## config.mk

```make
export PLATFORM = sky130hd
export DESIGN_NAME = xlight_top
export DESIGN_NICKNAME = d
export VERILOG_FILES = /design/src/rtl/xlight_pkg.sv /design/src/rtl/xlight_datapath.sv /design/src/rtl/xlight_control.sv /design/src/rtl/xlight_top.sv
export SDC_FILE = /design/constraint.sdc
export NUM_CORES = 1
export LEC_CHECK = 0
export BUFFER_PORTS_ARGS = -buffer_cell sky130_fd_sc_hd__buf_4
export CORE_ASPECT_RATIO = 1.4
export CORE_MARGIN = 1
export CORE_UTILIZATION = 34
export DETAILED_ROUTE_END_ITERATION = 12
export GPL_ROUTABILITY_DRIVEN = 0
export PLACE_DENSITY_LB_ADDON = 0.08
export SLEW_MARGIN = 15
export SYNTH_ARGS = -nofsm -noshare
export SYNTH_HDL_FRONTEND = slang
export SYNTH_HIERARCHICAL = 1
export SYNTH_SLANG_ARGS = --single-unit
```

## constraint.sdc

```tcl
create_clock -name clk -period 4.95 [get_ports clk]
set_clock_uncertainty 0.2 [all_clocks]
set_input_delay 0.2475 -clock clk [delete_from_list [all_inputs] [get_ports clk]]
set_output_delay 0.2475 -clock clk [all_outputs]
set_load 0.01 [all_outputs]
```

## src/rtl/xlight_pkg.sv

```systemverilog
package xlight_pkg;

  typedef enum logic [2:0] {
    ST_A_GO,
    ST_TO_A_YEL,
    ST_A_YEL,
    ST_TO_B_GO,
    ST_B_GO,
    ST_TO_B_YEL,
    ST_B_YEL,
    ST_TO_A_GO
  } phase_t;

  // control -> datapath strobes
  typedef struct packed {
    logic cntClear;
    logic flagClear;
  } dpCtrl_t;

  // datapath -> control conditions
  typedef struct packed {
    logic greenDone;
    logic yellowDone;
    logic pastShort;
    logic wantStopA;
    logic wantStopB;
  } dpStat_t;

  localparam logic [2:0] LAMP_GREEN  = 3'b001;
  localparam logic [2:0] LAMP_YELLOW = 3'b010;
  localparam logic [2:0] LAMP_RED    = 3'b100;

endpackage

```

## src/rtl/xlight_datapath.sv

```systemverilog
module xlight_datapath
  import xlight_pkg::*;
#(
  parameter int GREEN_CYC  = 30000,
  parameter int YELLOW_CYC = 5000,
  parameter int SHORT_CYC  = 15000,
  parameter int CNT_W      = 15
) (
  input  logic       clk,
  input  logic       rstN,
  input  logic [3:0] cornerReq,
  input  dpCtrl_t    ctrl,
  output dpStat_t    stat
);

  // one transition cycle plus counts 0..TERM make the full interval
  localparam logic [CNT_W-1:0] GREEN_TERM  = CNT_W'(GREEN_CYC - 2);
  localparam logic [CNT_W-1:0] YELLOW_TERM = CNT_W'(YELLOW_CYC - 2);
  localparam logic [CNT_W-1:0] SHORT_TERM  = CNT_W'(SHORT_CYC - 2);
  localparam logic [CNT_W-1:0] CNT_MAX     = {CNT_W{1'b1}};
  localparam int NUM_DIR = 2;

  logic [CNT_W-1:0]   elapsed;
  logic [NUM_DIR-1:0] stopFlag;

  always_ff @(posedge clk or negedge rstN) begin
    if (!rstN)              elapsed <= '0;
    else if (ctrl.cntClear) elapsed <= '0;
    else if (elapsed != CNT_MAX) elapsed <= elapsed + 1'b1;
  end

  for (genvar d = 0; d < NUM_DIR; d++) begin : g_flag
    always_ff @(posedge clk or negedge rstN) begin
      if (!rstN)               stopFlag[d] <= 1'b0;
      else if (ctrl.flagClear) stopFlag[d] <= 1'b0;
      else if (|cornerReq[2*d+1 -: 2]) stopFlag[d] <= 1'b1;
    end

    p_flag_hold_r6: assert property (@(posedge clk) disable iff (!rstN)
      (stopFlag[d] && !ctrl.flagClear) |=> stopFlag[d]);

    p_flag_clear_r8: assert property (@(posedge clk) disable iff (!rstN)
      ctrl.flagClear |=> !stopFlag[d]);
  end

  always_comb begin
    stat.greenDone  = (elapsed == GREEN_TERM);
    stat.yellowDone = (elapsed == YELLOW_TERM);
    stat.pastShort  = (elapsed >= SHORT_TERM);
    stat.wantStopA  = stopFlag[0];
    stat.wantStopB  = stopFlag[1];
  end

  p_count_restart_r4: assert property (@(posedge clk) disable iff (!rstN)
    ctrl.cntClear |=> (elapsed == '0));

  p_count_bound_r9: assert property (@(posedge clk) disable iff (!rstN)
    elapsed <= GREEN_TERM + 1'b1);

endmodule

```

## src/rtl/xlight_control.sv

```systemverilog
module xlight_control
  import xlight_pkg::*;
(
  input  logic       clk,
  input  logic       rstN,
  input  dpStat_t    stat,
  output dpCtrl_t    ctrl,
  output logic [2:0] lampA,
  output logic [2:0] lampB
);

  phase_t state, nextState;
  logic   leaveA, leaveB;

  assign leaveA = stat.greenDone | (stat.pastShort & stat.wantStopA);
  assign leaveB = stat.greenDone | (stat.pastShort & stat.wantStopB);

  always_ff @(posedge clk or negedge rstN) begin
    if (!rstN) state <= ST_A_GO;
    else       state <= nextState;
  end

  always_comb begin
    nextState = state;
    unique case (state)
      ST_A_GO:     if (leaveA) nextState = ST_TO_A_YEL;
      ST_TO_A_YEL: nextState = ST_A_YEL;
      ST_A_YEL:    if (stat.yellowDone) nextState = ST_TO_B_GO;
      ST_TO_B_GO:  nextState = ST_B_GO;
      ST_B_GO:     if (leaveB) nextState = ST_TO_B_YEL;
      ST_TO_B_YEL: nextState = ST_B_YEL;
      ST_B_YEL:    if (stat.yellowDone) nextState = ST_TO_A_GO;
      ST_TO_A_GO:  nextState = ST_A_GO;
      default:     nextState = ST_A_GO;
    endcase
  end

  always_comb begin
    ctrl.cntClear  = (state == ST_TO_A_YEL) || (state == ST_TO_B_GO) ||
                     (state == ST_TO_B_YEL) || (state == ST_TO_A_GO);
    ctrl.flagClear = (state == ST_TO_B_GO) || (state == ST_TO_A_GO);
  end

  always_comb begin
    unique case (state)
      ST_A_GO, ST_TO_A_GO:   begin lampA = LAMP_GREEN;  lampB = LAMP_RED;    end
      ST_TO_A_YEL, ST_A_YEL: begin lampA = LAMP_YELLOW; lampB = LAMP_RED;    end
      ST_TO_B_GO, ST_B_GO:   begin lampA = LAMP_RED;    lampB = LAMP_GREEN;  end
      ST_TO_B_YEL, ST_B_YEL: begin lampA = LAMP_RED;    lampB = LAMP_YELLOW; end
      default:               begin lampA = LAMP_RED;    lampB = LAMP_RED;    end
    endcase
  end

  p_lamp_onehot_r2: assert property (@(posedge clk) disable iff (!rstN)
    ($countones(lampA) == 1) && ($countones(lampB) == 1));

  p_other_red_r3: assert property (@(posedge clk) disable iff (!rstN)
    (lampA != LAMP_RED) |-> (lampB == LAMP_RED));

  p_green_to_yellow_r5: assert property (@(posedge clk) disable iff (!rstN)
    $fell(lampA[0]) |-> (lampA == LAMP_YELLOW));

  p_yellow_to_other_r5: assert property (@(posedge clk) disable iff (!rstN)
    $fell(lampA[1]) |-> (lampB == LAMP_GREEN));

endmodule

```

## src/rtl/xlight_top.sv

```systemverilog
module xlight_top
  import xlight_pkg::*;
#(
  parameter int GREEN_CYC  = 30000,
  parameter int YELLOW_CYC = 5000,
  parameter int SHORT_CYC  = 15000,
  parameter int CNT_W      = 15
) (
  input  logic       clk,
  input  logic       rstN,
  input  logic [3:0] cornerReq,
  output logic [2:0] lampA,
  output logic [2:0] lampB
);

  dpCtrl_t ctrl;
  dpStat_t stat;

  xlight_datapath #(
    .GREEN_CYC (GREEN_CYC),
    .YELLOW_CYC(YELLOW_CYC),
    .SHORT_CYC (SHORT_CYC),
    .CNT_W     (CNT_W)
  ) u_datapath (
    .clk      (clk),
    .rstN     (rstN),
    .cornerReq(cornerReq),
    .ctrl     (ctrl),
    .stat     (stat)
  );

  xlight_control u_control (
    .clk  (clk),
    .rstN (rstN),
    .stat (stat),
    .ctrl (ctrl),
    .lampA(lampA),
    .lampB(lampB)
  );

endmodule

```

==> run_results.csv <==
group,metric,value,unit
synthesis,seq_area_frac_synth,36.4,%
finish,layout_commonest_cell,"dfrtp_1",
global_routing,grtUsageMet1,17.3,%
sta,setup_tns,0,ns
pwr,p_seq_share,54.8,%
sta,fmax,407,MHz
finish,drive_gt1_share,19.0,%
finish,final_area,1540,µm²
synthesis,synth_fp_nets,162,
sta,final_hold_viol_count,0,
finish,nFillCells,398,
global_routing,grt_pass1_wl,5.20,mm
worst_setup_path,crit_path_end_kind,"flop",
floorplan,die_height,77.3,µm
route,drt-wirelength-per-cell,15.0,µm
worst_setup_path,cp.arrival,2.41,ns
worst_setup_path,critPathKind,"flop to flop",
synthesis,avgSynthCellArea,9.24,µm²
clock_tree,clk_pin_slew,0.08,ns
worst_setup_path,worst-path-max-fanout,4,
pwr,powerDensity,193,nW/µm²
clock_tree,postCtsSetupRepairBufs,0,
route,via_per_inst,5.76,
sta,min_period,2.46,ns
sta,setup_viol,0,
pwr,power,0.298,mW
finish,syn_to_final_growth,11.9,%
synthesis,yosys_warnings,6,
floorplan,coreArea,3920,µm²
floorplan,io_pins,12,
floorplan,rows,27,
global_routing,grt_pass1_vias,1116,
global_routing,overflow,0,
route,postRouteAntennaNets,0,
synthesis,synth.distinct_cells,44,
pwr,power_switching_share,20.3,%
global_routing,globalRouteMet2Util,27.8,%
global_routing,grtUsageTotal,15.2,%
pwr,switchingPower,0.0605,mW
clock_tree,clock-sinks,20,
placement,placed_area,1480,µm²
sta,fin_ws,2.49,ns
finish,fin_nets,172,
clock_tree,cts-root-buf,"clkbuf_8",
floorplan,initial_utilization,35.1,%
global_routing,grt_max_degree,21,
synthesis,ys_seq_elements,20,
min_path,hold_path_class,"primary input to flop",
synthesis,ys.flop_type,"dfrtp_1",
route,drc_errors,0,
sta,rsz0062_at_grt,"no",
sta,slew_headroom,61.3,%
worst_setup_path,cp-start-kind,"flop",
pwr,peakVddDrop,0.0969,mV
clock_tree,cts_resized,0,
pwr,power.static_leakage,0.648,nW
worst_setup_path,r2r_slack,2.49,ns
route,vias,1158,
worst_setup_path,cpPeakStageDelay,0.39,ns
sta,timing.final.crit_share,49.6,%
worst_setup_path,crit_chain,"inv_1 -> ha_1 -> o21a_1 -> o21ai_0 -> a31oi_1 -> or2_2 -> nor3b_1 -> a221oi_4 -> mux2_4",
placement,pre_cts_ws,2.51,ns
clock_tree,cts_buffers,3,
route,dr.pass1.iters,4,
sta,finalMaxSlewViolations,0,
pwr,p_clk_share,42.9,%
outcome,status,"finished, final reports clean",
synthesis,syn_inst,149,
finish,final_cell_mix,"dfrtp_1, nor2_1, buf_4",
finish,antenna_cells,0,
worst_setup_path,required,4.90,ns
global_routing,antenna_found_initial,0,
clock_tree,htreeDepth,1,
pwr,cellInternalPower,0.237,mW
placement,dp.cells,196,
synthesis,async_flop_share,100,%
floorplan,chipWidth,55.8,µm
clock_tree,clockBufferDepth,2,
clock_tree,cts_tree,"done",
worst_setup_path,cp_slowest_cell,"dfrtp_1",
finish,final_cells,201,
global_routing,globalRoute.busiestLayer,"met2",
clock_tree,clock_latency,0.26,ns
route,drt_iter0_markers,43,
placement,numPortBuffers,11,
flow_run,max-cap-violations,0,
floorplan,dieArea,4310,µm²
global_routing,use_met3,1.85,%
synthesis,synth_edf_count,0,
placement,post-dp-hpwl,2.26,mm
synthesis,synthesis.area,1380,µm²
clock_tree,hold_buffers,1,
route,drt-total-wl,3.02,mm
sta,worst_slew_pin_slew,0.577,ns
pwr,combPwrFrac,2.3,%
-- worst paths after layout --
path,startpoint,to,cells past startpoint
min in group asynchronous,rstN,u_datapath/elapsed[4],2
hold reg to reg,u_datapath/stat[0],u_datapath/stat[0],2
setup reg to reg,u_datapath/elapsed[0],u_control/state[0],9
setup / recovery,u_datapath/elapsed[0],u_control/state[0],9
max in group asynchronous,rstN,u_control/state[1],2
hold / removal,cornerReq[2],u_datapath/stat[0],3
-- synthesized netlist by cell type, drive strengths merged (2+ instances only) --
cell / number / area (µm²)
clkbuf: 5 / 21.3
dfrtp: 20 / 500
or3: 6 / 37.5
nor4: 5 / 46.3
nand2: 7 / 26.3
o21a: 2 / 15.0
mux2: 4 / 48.8
ha: 7 / 87.6
and3: 3 / 18.8
buf: 2 / 16.3
or2: 4 / 25.0
a21oi: 8 / 40.0
inv: 10 / 37.5
a31oi: 2 / 12.5
nor2: 13 / 48.8
o31ai: 3 / 22.5
nor4b: 2 / 17.5
nor2b: 4 / 25.0
o21ai: 10 / 50.1
nor3: 6 / 30.0
nand4: 4 / 55.1
mux2i: 3 / 33.8
nand3: 6 / 35.0
-- final cells by class --
type,instances,area [µm²],area share (%)
inverter,10,37.5,2.44
multi-input combinational,112,801,52.0
timing repair buffer,12,92.6,6.01
clock buffer,4,55.1,3.57
tap,43,53.8,3.49
sequential,20,500,32.5
-- routing by layer --
metal	routed length, µm	vias up
li1	-	562
met1	1300	562
met2	1580	27
met3	68	7
met4	68	0
met5	0	-
-- kinds of logic (layout without fill, tap and decap cells) --
logic type	count (synthesis)	count (layout)	share of synthesized area, %
compound gates	32	32	15.7
mux	7	7	6.00
xor+xnor	2	2	1.27
buf+inv	17	26	5.45
flops	20	20	36.4
fa+ha+maj	7	7	6.36
simple gates	64	64	28.8
-- worst max-delay path: cells and delay by family, from the launching register on --
| family | cells | cell delay [ns] |
|---|---|---|
| buffers and inverters | 1 | 0.08 |
| adders and majority gates | 1 | 0.21 |
| DFF | 1 | 0.39 |
| and+or+nand+nor | 2 | 0.63 |
| AOI/OAI and AO/OA | 4 | 0.53 |
| muxes | 1 | 0.31 |
-- metrics by stage --
stage | utilization [%] | hold WS [ns]
6_report | 39.3 | 0.00579
5_1_grt | 39.3 | 0.0190
4_1_cts | 39.3 | 0.00263
3_5_place_dp | 37.6 | -0.0492
3_3_place_gp | 37.6 | -0.0537
2_1_floorplan | - | -0.248
-- flip-flops by register name, summed over array words and instances (netlist names) --
register	cells
u_control/state	3
u_datapath/elapsed	15
u_datapath/stat	2
-- power by group through the flow --
stage               Sequential [mW]  Clock [mW]  Combinational, mW
floorplan                     0.167           0          0.0000244
global placement              0.166           0            0.00638
detailed placement            0.166           0            0.00656
CTS                           0.163       0.132            0.00720
global route                  0.163       0.137            0.00784
finish                        0.163       0.128            0.00676
Power figures use the tool's default switching activity.
